===== config.mk =====
export PLATFORM = sky130hd
export DESIGN_NAME = fetch_target_buffer
export DESIGN_NICKNAME = d
export VERILOG_FILES = /design/src/rtl/ftb_pkg.sv /design/src/rtl/ftb_addr_split.sv /design/src/rtl/ftb_entry_array.sv /design/src/rtl/ftb_update_ctrl.sv /design/src/rtl/ftb_lookup.sv /design/src/rtl/fetch_target_buffer.sv
export SDC_FILE = /design/constraint.sdc
export NUM_CORES = 2
export LEC_CHECK = 0
export BUFFER_PORTS_ARGS = -buffer_cell sky130_fd_sc_hd__buf_2
export CAP_MARGIN = 40
export CELL_PAD_IN_SITES_DETAIL_PLACEMENT = 1
export CELL_PAD_IN_SITES_GLOBAL_PLACEMENT = 1
export CORE_UTILIZATION = 49
export DETAILED_ROUTE_END_ITERATION = 10
export PLACE_DENSITY = 0.75
export SKIP_LAST_GASP = 1
export SYNTH_ARGS = -nofsm -noshare
export SYNTH_HDL_FRONTEND = slang
export SYNTH_SLANG_ARGS = --single-unit

===== constraint.sdc =====
create_clock -name clk -period 3.54 [get_ports clk]
set_input_delay 0 -clock clk [delete_from_list [all_inputs] [get_ports clk]]
set_output_delay 0 -clock clk [all_outputs]
set_load 0.01 [all_outputs]

===== src/rtl/ftb_pkg.sv =====
package ftb_pkg;

    localparam int unsigned PC_W_DEFAULT  = 32;
    localparam int unsigned IDX_W_DEFAULT = 4;
    localparam int unsigned BYTE_OFS_W    = 2;
    localparam int unsigned INSTR_BYTES   = 4;

    typedef enum logic [1:0] {
        UPD_NONE = 2'd0,
        UPD_FILL = 2'd1,
        UPD_KILL = 2'd2
    } upd_op_e;

endpackage


===== src/rtl/ftb_addr_split.sv =====
module ftb_addr_split #(
    parameter  int PC_W  = 32,
    parameter  int IDX_W = 4,
    localparam int WRD_W = PC_W - 2,
    localparam int TAG_W = PC_W - 2 - IDX_W
) (
    input  logic [WRD_W-1:0] word_addr,
    output logic [IDX_W-1:0] idx,
    output logic [TAG_W-1:0] tag
);

    assign idx = word_addr[IDX_W-1:0];
    assign tag = word_addr[WRD_W-1:IDX_W];

endmodule


===== src/rtl/ftb_entry_array.sv =====
module ftb_entry_array
    import ftb_pkg::*;
#(
    parameter  int PC_W  = 32,
    parameter  int IDX_W = 4,
    localparam int DEPTH = 1 << IDX_W,
    localparam int TAG_W = PC_W - 2 - IDX_W
) (
    input  logic             clk,
    input  logic             rst_n,
    input  upd_op_e          upd_op,
    input  logic [IDX_W-1:0] upd_idx,
    input  logic [TAG_W-1:0] upd_tag,
    input  logic [PC_W-1:0]  upd_tgt,
    input  logic [IDX_W-1:0] look_idx,
    output logic             look_valid,
    output logic [TAG_W-1:0] look_tag,
    output logic [PC_W-1:0]  look_tgt,
    input  logic [IDX_W-1:0] probe_idx,
    output logic             probe_valid,
    output logic [TAG_W-1:0] probe_tag
);

    typedef struct packed {
        logic [DEPTH-1:0]            valid;
        logic [DEPTH-1:0][TAG_W-1:0] tag;
        logic [DEPTH-1:0][PC_W-1:0]  tgt;
    } store_t;

    store_t           store_d;
    store_t           store_q;
    logic [DEPTH-1:0] slot_sel;

    for (genvar g = 0; g < DEPTH; g++) begin : g_slot_sel
        assign slot_sel[g] = (upd_idx == IDX_W'(g));
    end

    always_comb begin
        store_d = store_q;
        for (int i = 0; i < DEPTH; i++) begin
            if (slot_sel[i]) begin
                unique case (upd_op)
                    UPD_FILL: begin
                        store_d.valid[i] = 1'b1;
                        store_d.tag[i]   = upd_tag;
                        store_d.tgt[i]   = upd_tgt;
                    end
                    UPD_KILL: begin
                        store_d.valid[i] = 1'b0;
                    end
                    default: ;
                endcase
            end
        end
    end

    always_ff @(posedge clk or negedge rst_n) begin
        if (!rst_n) begin
            store_q <= '0;
        end else begin
            store_q <= store_d;
        end
    end

    assign look_valid  = store_q.valid[look_idx];
    assign look_tag    = store_q.tag[look_idx];
    assign look_tgt    = store_q.tgt[look_idx];
    assign probe_valid = store_q.valid[probe_idx];
    assign probe_tag   = store_q.tag[probe_idx];

endmodule


===== src/rtl/ftb_update_ctrl.sv =====
module ftb_update_ctrl
    import ftb_pkg::*;
#(
    parameter int TAG_W = 26
) (
    input  logic             res_valid,
    input  logic             res_taken,
    input  logic [TAG_W-1:0] res_tag,
    input  logic             probe_valid,
    input  logic [TAG_W-1:0] probe_tag,
    output upd_op_e          upd_op
);

    logic owner_match;

    assign owner_match = probe_valid && (probe_tag == res_tag);

    always_comb begin
        upd_op = UPD_NONE;
        if (res_valid) begin
            if (res_taken) begin
                upd_op = UPD_FILL;
            end else if (owner_match) begin
                upd_op = UPD_KILL;
            end
        end
    end

endmodule


===== src/rtl/ftb_lookup.sv =====
module ftb_lookup
    import ftb_pkg::*;
#(
    parameter int PC_W  = 32,
    parameter int TAG_W = 26
) (
    input  logic [PC_W-1:0]  fetch_pc,
    input  logic [TAG_W-1:0] fetch_tag,
    input  logic             ent_valid,
    input  logic [TAG_W-1:0] ent_tag,
    input  logic [PC_W-1:0]  ent_tgt,
    output logic             hit,
    output logic [PC_W-1:0]  next_pc
);

    logic [PC_W-1:0] seq_pc;

    assign seq_pc  = fetch_pc + PC_W'(INSTR_BYTES);
    assign hit     = ent_valid && (ent_tag == fetch_tag);
    assign next_pc = hit ? ent_tgt : seq_pc;

endmodule


===== src/rtl/fetch_target_buffer.sv =====
module fetch_target_buffer
    import ftb_pkg::*;
#(
    parameter  int PC_W  = PC_W_DEFAULT,
    parameter  int IDX_W = IDX_W_DEFAULT,
    localparam int TAG_W = PC_W - 2 - IDX_W
) (
    input  logic            clk,
    input  logic            rst_n,
    input  logic [PC_W-1:0] fetch_pc,
    output logic            pred_hit,
    output logic [PC_W-1:0] pred_next_pc,
    input  logic            res_valid,
    input  logic [PC_W-1:0] res_pc,
    input  logic            res_taken,
    input  logic [PC_W-1:0] res_target
);

    logic [IDX_W-1:0] f_idx;
    logic [TAG_W-1:0] f_tag;
    logic [IDX_W-1:0] r_idx;
    logic [TAG_W-1:0] r_tag;
    logic             look_valid;
    logic [TAG_W-1:0] look_tag;
    logic [PC_W-1:0]  look_tgt;
    logic             probe_valid;
    logic [TAG_W-1:0] probe_tag;
    upd_op_e          upd_op;
    logic             res_ofs_unused;

    assign res_ofs_unused = ^res_pc[1:0];

    ftb_addr_split #(.PC_W(PC_W), .IDX_W(IDX_W)) u_split_fetch (
        .word_addr (fetch_pc[PC_W-1:2]),
        .idx       (f_idx),
        .tag       (f_tag)
    );

    ftb_addr_split #(.PC_W(PC_W), .IDX_W(IDX_W)) u_split_res (
        .word_addr (res_pc[PC_W-1:2]),
        .idx       (r_idx),
        .tag       (r_tag)
    );

    ftb_entry_array #(.PC_W(PC_W), .IDX_W(IDX_W)) u_array (
        .clk         (clk),
        .rst_n       (rst_n),
        .upd_op      (upd_op),
        .upd_idx     (r_idx),
        .upd_tag     (r_tag),
        .upd_tgt     (res_target),
        .look_idx    (f_idx),
        .look_valid  (look_valid),
        .look_tag    (look_tag),
        .look_tgt    (look_tgt),
        .probe_idx   (r_idx),
        .probe_valid (probe_valid),
        .probe_tag   (probe_tag)
    );

    ftb_update_ctrl #(.TAG_W(TAG_W)) u_upd (
        .res_valid   (res_valid),
        .res_taken   (res_taken),
        .res_tag     (r_tag),
        .probe_valid (probe_valid),
        .probe_tag   (probe_tag),
        .upd_op      (upd_op)
    );

    ftb_lookup #(.PC_W(PC_W), .TAG_W(TAG_W)) u_look (
        .fetch_pc  (fetch_pc),
        .fetch_tag (f_tag),
        .ent_valid (look_valid),
        .ent_tag   (look_tag),
        .ent_tgt   (look_tgt),
        .hit       (pred_hit),
        .next_pc   (pred_next_pc)
    );

endmodule


== Yosys cells after proc, flatten, opt, wreduce, memory -nomap -nowiden ==
Index checks and enable logic that the tools add are counted.

* Logic and storage cells: 121
* Register bits: 944

* Equality and inequality tests: 19
* Magnitude comparators: 2
* Multiplexer cells: 15
* Add/sub/neg operators: 1
* Reduce and logical (&&, ||, !) cells: 36

{| class="wikitable"
|+ Operators with widths
! cell !! number
|-
| 26-bit binary-select mux with 4-bit select || 2
|-
| 32-bit binary-select mux with 4-bit select || 1
|-
| 32-bit two-way mux || 2
|-
| 2-bit AND reduction || 32
|-
| 26-bit == test || 2
|-
| 26-bit two-way mux || 2
|-
| 32-bit by 3-bit adder with 32-bit output (second input constant) || 1
|-
| 4-bit == test (second input constant) || 8
|-
| 4-bit by 3-bit == test with 1-bit output (second input constant) || 4
|-
| 4-bit by 5-bit < comparator with 1-bit output (second input constant) || 2
|-
| 1-bit binary-select mux with 4-bit select || 2
|-
| 4-bit by 2-bit == test with 1-bit output (second input constant) || 2
|-
| 2-bit two-way mux || 3
|-
| 4-bit by 1-bit == test with 1-bit output (second input constant) || 1
|-
| 4-bit logical NOT || 1
|-
| 2-bit by 1-bit == test with 1-bit output (second input constant) || 1
|-
| 2-bit == test (second input constant) || 1
|-
| 1-bit logical AND || 2
|-
| 1-bit two-way mux || 2
|-
| 1-bit one-hot mux with 2 select lines || 1
|-
| 2-bit nonzero test || 1
|}

== Logic depth before layout (Yosys ltp) ==
* Depth after elaboration: 10
* Mapped depth: 17
* Gate-level depth less buffers: 12

== Modules after synthesis ==
Synthesis repeated with hierarchy kept, for this count alone.

* Cells, all modules: 3091
* Area total of the unflattened synthesis: 47271.6 µm²

{| class="wikitable"
|+ By module, submodules not included
! module !! area each (µm²) !! times used !! cells an instance !! sequential area each (µm²)
|-
| ftb_entry_array || 45192.1 || 1 || 2826 || 23622.7
|-
| ftb_lookup || 1327.5 || 1 || 167 || 0.0
|-
| ftb_addr_split || 225.2 || 2 || 30 || 0.0
|-
| ftb_update_ctrl || 301.5 || 1 || 38 || 0.0
|}

== Least setup slack after synthesis ==
OpenSTA, ideal clock, no wires.

* Path kind: input to register
* From: input port res_pc[2]
* To: register u_array.store_q[43] (netlist name)
* Buffers on the path: 6
* Stages: 16
* Slack: -0.639 ns
* Data required time: 3.415 ns
* Arrival time: 4.054 ns
* Setup time: 0.125 ns
* Cells stage by stage: clkbuf_1 > buf_2 > buf_1 > mux4_2 > mux4_2 > xnor2_1 > nand4_1 > nor3_1 > nand3_1 > ha_1 > nand2_1 > or2_2 > clkbuf_1 > clkbuf_1 > clkbuf_1 > mux2_2

* Word-level cells in the longest chain between the ends: 9
* Elaborated cells on any way between the ends: 12
* Classes of those cells: eq/ne (3); mux (7); reduce/logical (2)

{| class="wikitable"
|+ Ends and longest elaborated chain
! element !! line !! RTL
|-
| start, declared || fetch_target_buffer.sv:14 || <nowiki>input logic [PC_W-1:0] res_pc,</nowiki>
|-
| 26-bit binary-select mux with 4-bit select || ftb_entry_array.sv:69 || <nowiki>assign probe_tag = store_q.tag[probe_idx];</nowiki>
|-
| 26-bit two-way mux (not written as such) || ftb_entry_array.sv:69 ||
|-
| 26-bit == test || ftb_update_ctrl.sv:16 || <nowiki>assign owner_match = probe_valid && (probe_tag == res_tag);</nowiki>
|-
| 1-bit logical AND || ftb_update_ctrl.sv:16 ||
|-
| 2-bit two-way mux || ftb_update_ctrl.sv:23 || <nowiki>end else if (owner_match) begin</nowiki>
|-
| 2-bit two-way mux || ftb_update_ctrl.sv:21 || <nowiki>if (res_taken) begin</nowiki>
|-
| 2-bit two-way mux || ftb_update_ctrl.sv:20 || <nowiki>if (res_valid) begin</nowiki>
|-
| 2-bit by 1-bit == test with 1-bit output || ftb_entry_array.sv:42 || <nowiki>unique case (upd_op)</nowiki>
|-
| 2-bit AND reduction (no line) (*) || n/a ||
|-
| end signal, assigned || ftb_entry_array.sv:61 || <nowiki>store_q <= store_d;</nowiki>
|-
| end, declared || ftb_entry_array.sv:31 || <nowiki>store_t store_q;</nowiki>
|}

Every way passes the cells marked *; elsewhere a longest branch is shown, timed or not. The select of a mux whose other input is x is not followed.
A chain may end at the register's enable or synchronous reset.

== Worst setup path in the final report ==
* From: register u_array.store_q[787] (netlist name)
* To: register u_array.store_q[814] (netlist name)

* Word-level cells in the longest chain between the ends: 9

{| class="wikitable"
|+ Ends and longest elaborated chain
! element !! line
|-
| 26-bit binary-select mux with 4-bit select || ftb_entry_array.sv:69
|-
| 26-bit two-way mux (not written as such) || ftb_entry_array.sv:69
|-
| 26-bit == test || ftb_update_ctrl.sv:16
|-
| 1-bit logical AND || ftb_update_ctrl.sv:16
|-
| 2-bit two-way mux || ftb_update_ctrl.sv:23
|-
| 2-bit two-way mux || ftb_update_ctrl.sv:21
|-
| 2-bit two-way mux || ftb_update_ctrl.sv:20
|-
| 2-bit by 1-bit == test with 1-bit output || ftb_entry_array.sv:42
|-
| 2-bit AND reduction (no line) || n/a
|}

No other way between the ends. The select of a mux whose other input is x is not followed.

==> impl_summary.md <==
Run status
The run finished, with violations left. The final reports fail on hold timing, setup timing.

Synth
For this run, the register share of the synthesized area comes to 49.59%. In this run, distinct cell masters in the synthesized netlist total 61. The share of Yosys cell area claimed by the top area cell type is 49.59%.

By area the synthesized netlist is led by sky130_fd_sc_hd__dfrtp_1 50%, sky130_fd_sc_hd__mux2_2 22%, sky130_fd_sc_hd__mux4_2 19%. After synthesis the cells add up to 47640 µm². Counting every net in the synthesized netlist gives 3116. The most used flip-flop cell after synthesis is sky130_fd_sc_hd__dfrtp_1. The count of flip-flops with a built-in enable after synthesis is 0. The number of synthesized register bits is 944. In the synthesized netlist, the number of instances is 3013. The number of synthesis warnings is 0. The async set-or-reset flop fraction in the synthesized netlist is 100.0%.

The cell type with the largest total area after synthesis is sky130_fd_sc_hd__dfrtp_1. The mean cell area of the mapped netlist is 15.81 µm².

Route
The violation count after the first detailed-route iteration is 3852. The highest routed metal layer is met5. Wire segments on met2 add up to 91.14 mm in the final route. The sum of routed wire length over all layers is 197.8 mm. The residual antenna-violating net count after detailed routing is 0. The mean routed wirelength per cell is 39.77 µm. After detailed routing, the wire length on met1 is between 70 and 80 mm. After detailed routing, the met3 layer carries 19.96 mm of wire.

The DRC violations left is 0. Detailed routing inserted a total of 34410 vias. The first detailed-routing pass took 5 iterations.

After detailed routing, the number of vias per cell comes to 6.920.

Critical path
The startpoint identified for the worst register-to-register timing path is u_array.store_q[787]$_DFFE_PN0P_. For this run, the slowest stage of the critical path takes 0.51 ns. Data arrives at the worst endpoint at about 4.7 ns. Walking the worst path, the cells encountered are mux4_2 > mux4_2 > xnor2_1 > nand4_1 > nor3_2 > buf_4 > nand3_4 > ha_4 > buf_8 > nand2_8 > nor2_4 > buf_12 > buf_8 > buf_4 > buf_12 > mux2_2. STA classifies the critical path startpoint as a register. In this run the worst path has a maximum fanout of 5. The highest-delay cell along the critical path is sky130_fd_sc_hd__mux4_2. The data required time of the critical path is between 4 and 5 ns. In this run the worst setup path begins at u_array.store_q[787]$_DFFE_PN0P_. The critical path endpoint category is a register. The critical path in this run is classified as register to register.

STA
At the pin with the least slew margin, the transition time is 1.099 ns. Of the available clock period, the critical path in the final layout requires 117.0%. The max-slew violation count came to 0. The worst slack on hold paths is -0.004876 ns. The relative slew slack is a little over a quarter.

The number of setup violations in the final report is 977. In the post-route analysis, the smallest setup slack over all paths is -0.6011 ns. The hold violation total from the final report is 2. Counting I/O delays and the setup requirement, the final critical path takes just over 4 ns. Setup repair after global routing could not meet its margin everywhere. The clock arrives with 0.03278 ns of skew. Timing would allow up to 241.5 MHz.

Global routing
The largest net degree at the start of global routing is 97. The wire length of the first global-routing pass is 278.0 mm. For this run the aggregate overflow at the end of global routing stands at 0. The number of antenna violations at the first check in global routing is 12.

The via count of the first global-routing pass is around 37000. Across every metal layer, demand over resource in global routing totals roughly two fifths.

Clocking
TritonCTS built the clock tree. Clock tree synthesis found a total of between 900 and 1000 sinks. After clock tree synthesis, the clock-pin slew on the worst setup and hold paths is 0.07 ns. The total clock buffers created by CTS is 103. CTS placed an instance of sky130_fd_sc_hd__clkbuf_16 at the clock tree root.

The latest clock arrival within the worst-skew pair is 0.72 ns. The level count of the clock H-tree is 3. No sink is reached through more buffers than the 3 on the longest clock path.

Place
The number of buffers added on ports is 130. Once detailed placement completed, the half-perimeter wirelength came to around 100 mm. The number of cells after detailed placement is 4572.

At the end of routability-driven placement, the weighted congestion stood at 0.9660. Timing analysis after detailed placement gives a worst setup slack of -1.014 ns.

Power
In this run, the clock network consumes 33.1% of the power. In this run, flip-flops and latches consume 42.5% of the power. The switching part of the total is a little under 30%. In this run, the combinational gates consume between 20% and 30% of the power. The analysis attributes to cell leakage a power of approximately 28 nW. Power spread over the standard cell area amounts to 559.4 nW/µm².

The worst supply voltage drop on vdd is 521.7 µV. The internal portion of the total power is approximately 24 mW. Summed over all nets, the switching power comes to roughly 10 mW.

Die
The area of the die is roughly 100000 µm². For this design the top-level I/O count stands at 133. From left edge to right edge, the die measures 313.8 µm.

The initial core utilization is 49.34%. The total number of placement rows is 114. The area of the core region is 96570 µm².

The floorplan step set the die height to 313.8 µm.

Cells and area
The register with the most flip-flops in the final layout is u_array.store_q. The most common cell after layout, fill and taps aside is sky130_fd_sc_hd__dfrtp_1. The count of placed standard cells in the final layout, fillers left out is 4973.

The register with the most flip-flops in the layout has 944 of them. The top cell types in the final layout, fill and taps aside, are 944 x sky130_fd_sc_hd__dfrtp_1, 693 x sky130_fd_sc_hd__mux2_2, 395 x sky130_fd_sc_hd__mux4_2, 350 x sky130_fd_sc_hd__buf_4, 274 x sky130_fd_sc_hd__mux2_4. From synthesis to final layout, the design area changed by 28.78%.

Fill cells in the final layout number about 8400. The share of post-route cells with drive strength above 1 is 61.84%. In the final layout, the registers with the most flip-flops are u_array.store_q (944). The layout net count is 3708.

Flow run
The number of maximum-capacitance constraint violations is 0.

Min path
The class of the worst hold path is input port to asynchronous set/reset pin.
path summary, 6_finish.rpt:
kind | endpoint | slack [ns] | cells past startpoint
max | u_array.store_q[814]$_DFFE_PN0P_ | -0.60 | 16
min | u_array.store_q[256]$_DFFE_PN0P_ | -0.005 | 2
max reg2reg | u_array.store_q[814]$_DFFE_PN0P_ | -0.60 | 16
min reg2reg | u_array.store_q[214]$_DFFE_PN0P_ | 0.50 | 1
max in group asynchronous | u_array.store_q[14]$_DFFE_PN0P_ | 2.20 | 3
min in group clk | u_array.store_q[934]$_DFFE_PN0P_ | 0.19 | 5
cells by family (layout without fill, tap and decap cells):
logic type,count (synthesis),in the layout,synth area share (%)
AOI/OAI and AO/OA,114,114,1.825
muxes,1401,1401,42.59
adders and majority gates,3,3,0.07880
buffers and inverters,298,976,2.702
DFF,944,944,49.59
and+or+nand+nor,183,184,1.936
xor gates and xnor gates,70,70,1.287
other,0,5,0
layer usage:
layer,track usage [%],vias up
li1,-,12700
met1,49.81,18570
met2,60.36,2322
met3,11.21,805
met4,23.41,12
met5,0,-
power groups by stage:
stage / Sequential, mW / Combinational, mW / Clock (mW)
detailed placement: 14.4 / 7.21 / 0
global route: 14.7 / 8.64 / 11.8
floorplan: 13.9 / 4.49 / 0
finish: 14.6 / 8.38 / 11.4
global placement: 14.1 / 6.83 / 0
CTS: 14.3 / 7.75 / 11.3
repair_timing:
action,CTS,global route
pin swaps,13,10
setup endpoints to repair,977,976
cloned,57,8
buffers inserted,68,37
endpoints found under the hold margin,1013,0
hold buffers,62,0
resized for setup,305,154
through the flow:
step                power (mW)  cell area, µm²  hold slack [ns]  utilization (%)  TNS (ns)
CTS                      33.26           60740        0.0001120            62.90   -146.38
global placement         20.90           53170           0.1581            55.06   -796.93
floorplan                18.36           47730          -0.2956                -         0
detailed placement       21.58           53220           0.1684            55.12   -864.94
finish                   34.32           61350        -0.004876            63.53   -460.79
global route             35.09           61350          0.07151            63.53   -416.01
worst max-delay path: cells and delay by family (launching register included):
| kind | cells | cell delay [ns] |
|---|---|---|
| xor gates and xnor gates | 1 | 0.31 |
| adders and majority gates | 1 | 0.22 |
| buffers and inverters | 6 | 0.89 |
| DFF | 1 | 0.44 |
| muxes | 3 | 1.28 |
| and+or+nand+nor | 5 | 0.85 |
cell type report:
type	count	area (µm²)	area share, %
flip-flops and latches	944	23620	38.50
inverters	20	76.32	0.1244
multi-input cells	1772	23960	39.05
diodes	5	12.51	0.02039
well taps	1276	1597	2.602
clock inverters	41	444.2	0.7240
repair buffers	764	8602	14.02
clock buffers	151	3040	4.956
synth_stat cells (4+ instances only):
| master | n |
|---|---|
| sky130_fd_sc_hd__nand3_1 | 20 |
| sky130_fd_sc_hd__a2bb2oi_1 | 4 |
| sky130_fd_sc_hd__o22ai_1 | 6 |
| sky130_fd_sc_hd__and3_1 | 7 |
| sky130_fd_sc_hd__buf_1 | 63 |
| sky130_fd_sc_hd__a31oi_1 | 4 |
| sky130_fd_sc_hd__or2_2 | 4 |
| sky130_fd_sc_hd__buf_6 | 14 |
| sky130_fd_sc_hd__and2_1 | 4 |
| sky130_fd_sc_hd__nor2b_1 | 13 |
| sky130_fd_sc_hd__and4_1 | 5 |
| sky130_fd_sc_hd__a2111oi_0 | 6 |
| sky130_fd_sc_hd__buf_2 | 30 |
| sky130_fd_sc_hd__nor3_1 | 8 |
| sky130_fd_sc_hd__o211ai_1 | 4 |
| sky130_fd_sc_hd__xnor2_1 | 57 |
| sky130_fd_sc_hd__mux4_2 | 395 |
| sky130_fd_sc_hd__mux2_4 | 30 |
| sky130_fd_sc_hd__a21oi_1 | 18 |
| sky130_fd_sc_hd__buf_4 | 7 |
| sky130_fd_sc_hd__nand2_1 | 39 |
| sky130_fd_sc_hd__a211oi_1 | 8 |
| sky130_fd_sc_hd__xor2_1 | 13 |
| sky130_fd_sc_hd__a311oi_1 | 4 |
| sky130_fd_sc_hd__nor2_1 | 53 |
| sky130_fd_sc_hd__nand2b_1 | 11 |
| sky130_fd_sc_hd__o21ai_0 | 19 |
| sky130_fd_sc_hd__mux2i_1 | 39 |
| sky130_fd_sc_hd__clkbuf_1 | 164 |
| sky130_fd_sc_hd__mux2_2 | 937 |
| sky130_fd_sc_hd__a22o_1 | 5 |
| sky130_fd_sc_hd__nand4_1 | 13 |
| sky130_fd_sc_hd__dfrtp_1 | 944 |
| sky130_fd_sc_hd__inv_1 | 19 |
| sky130_fd_sc_hd__a22oi_1 | 4 |
Power figures use the tool's default switching activity.
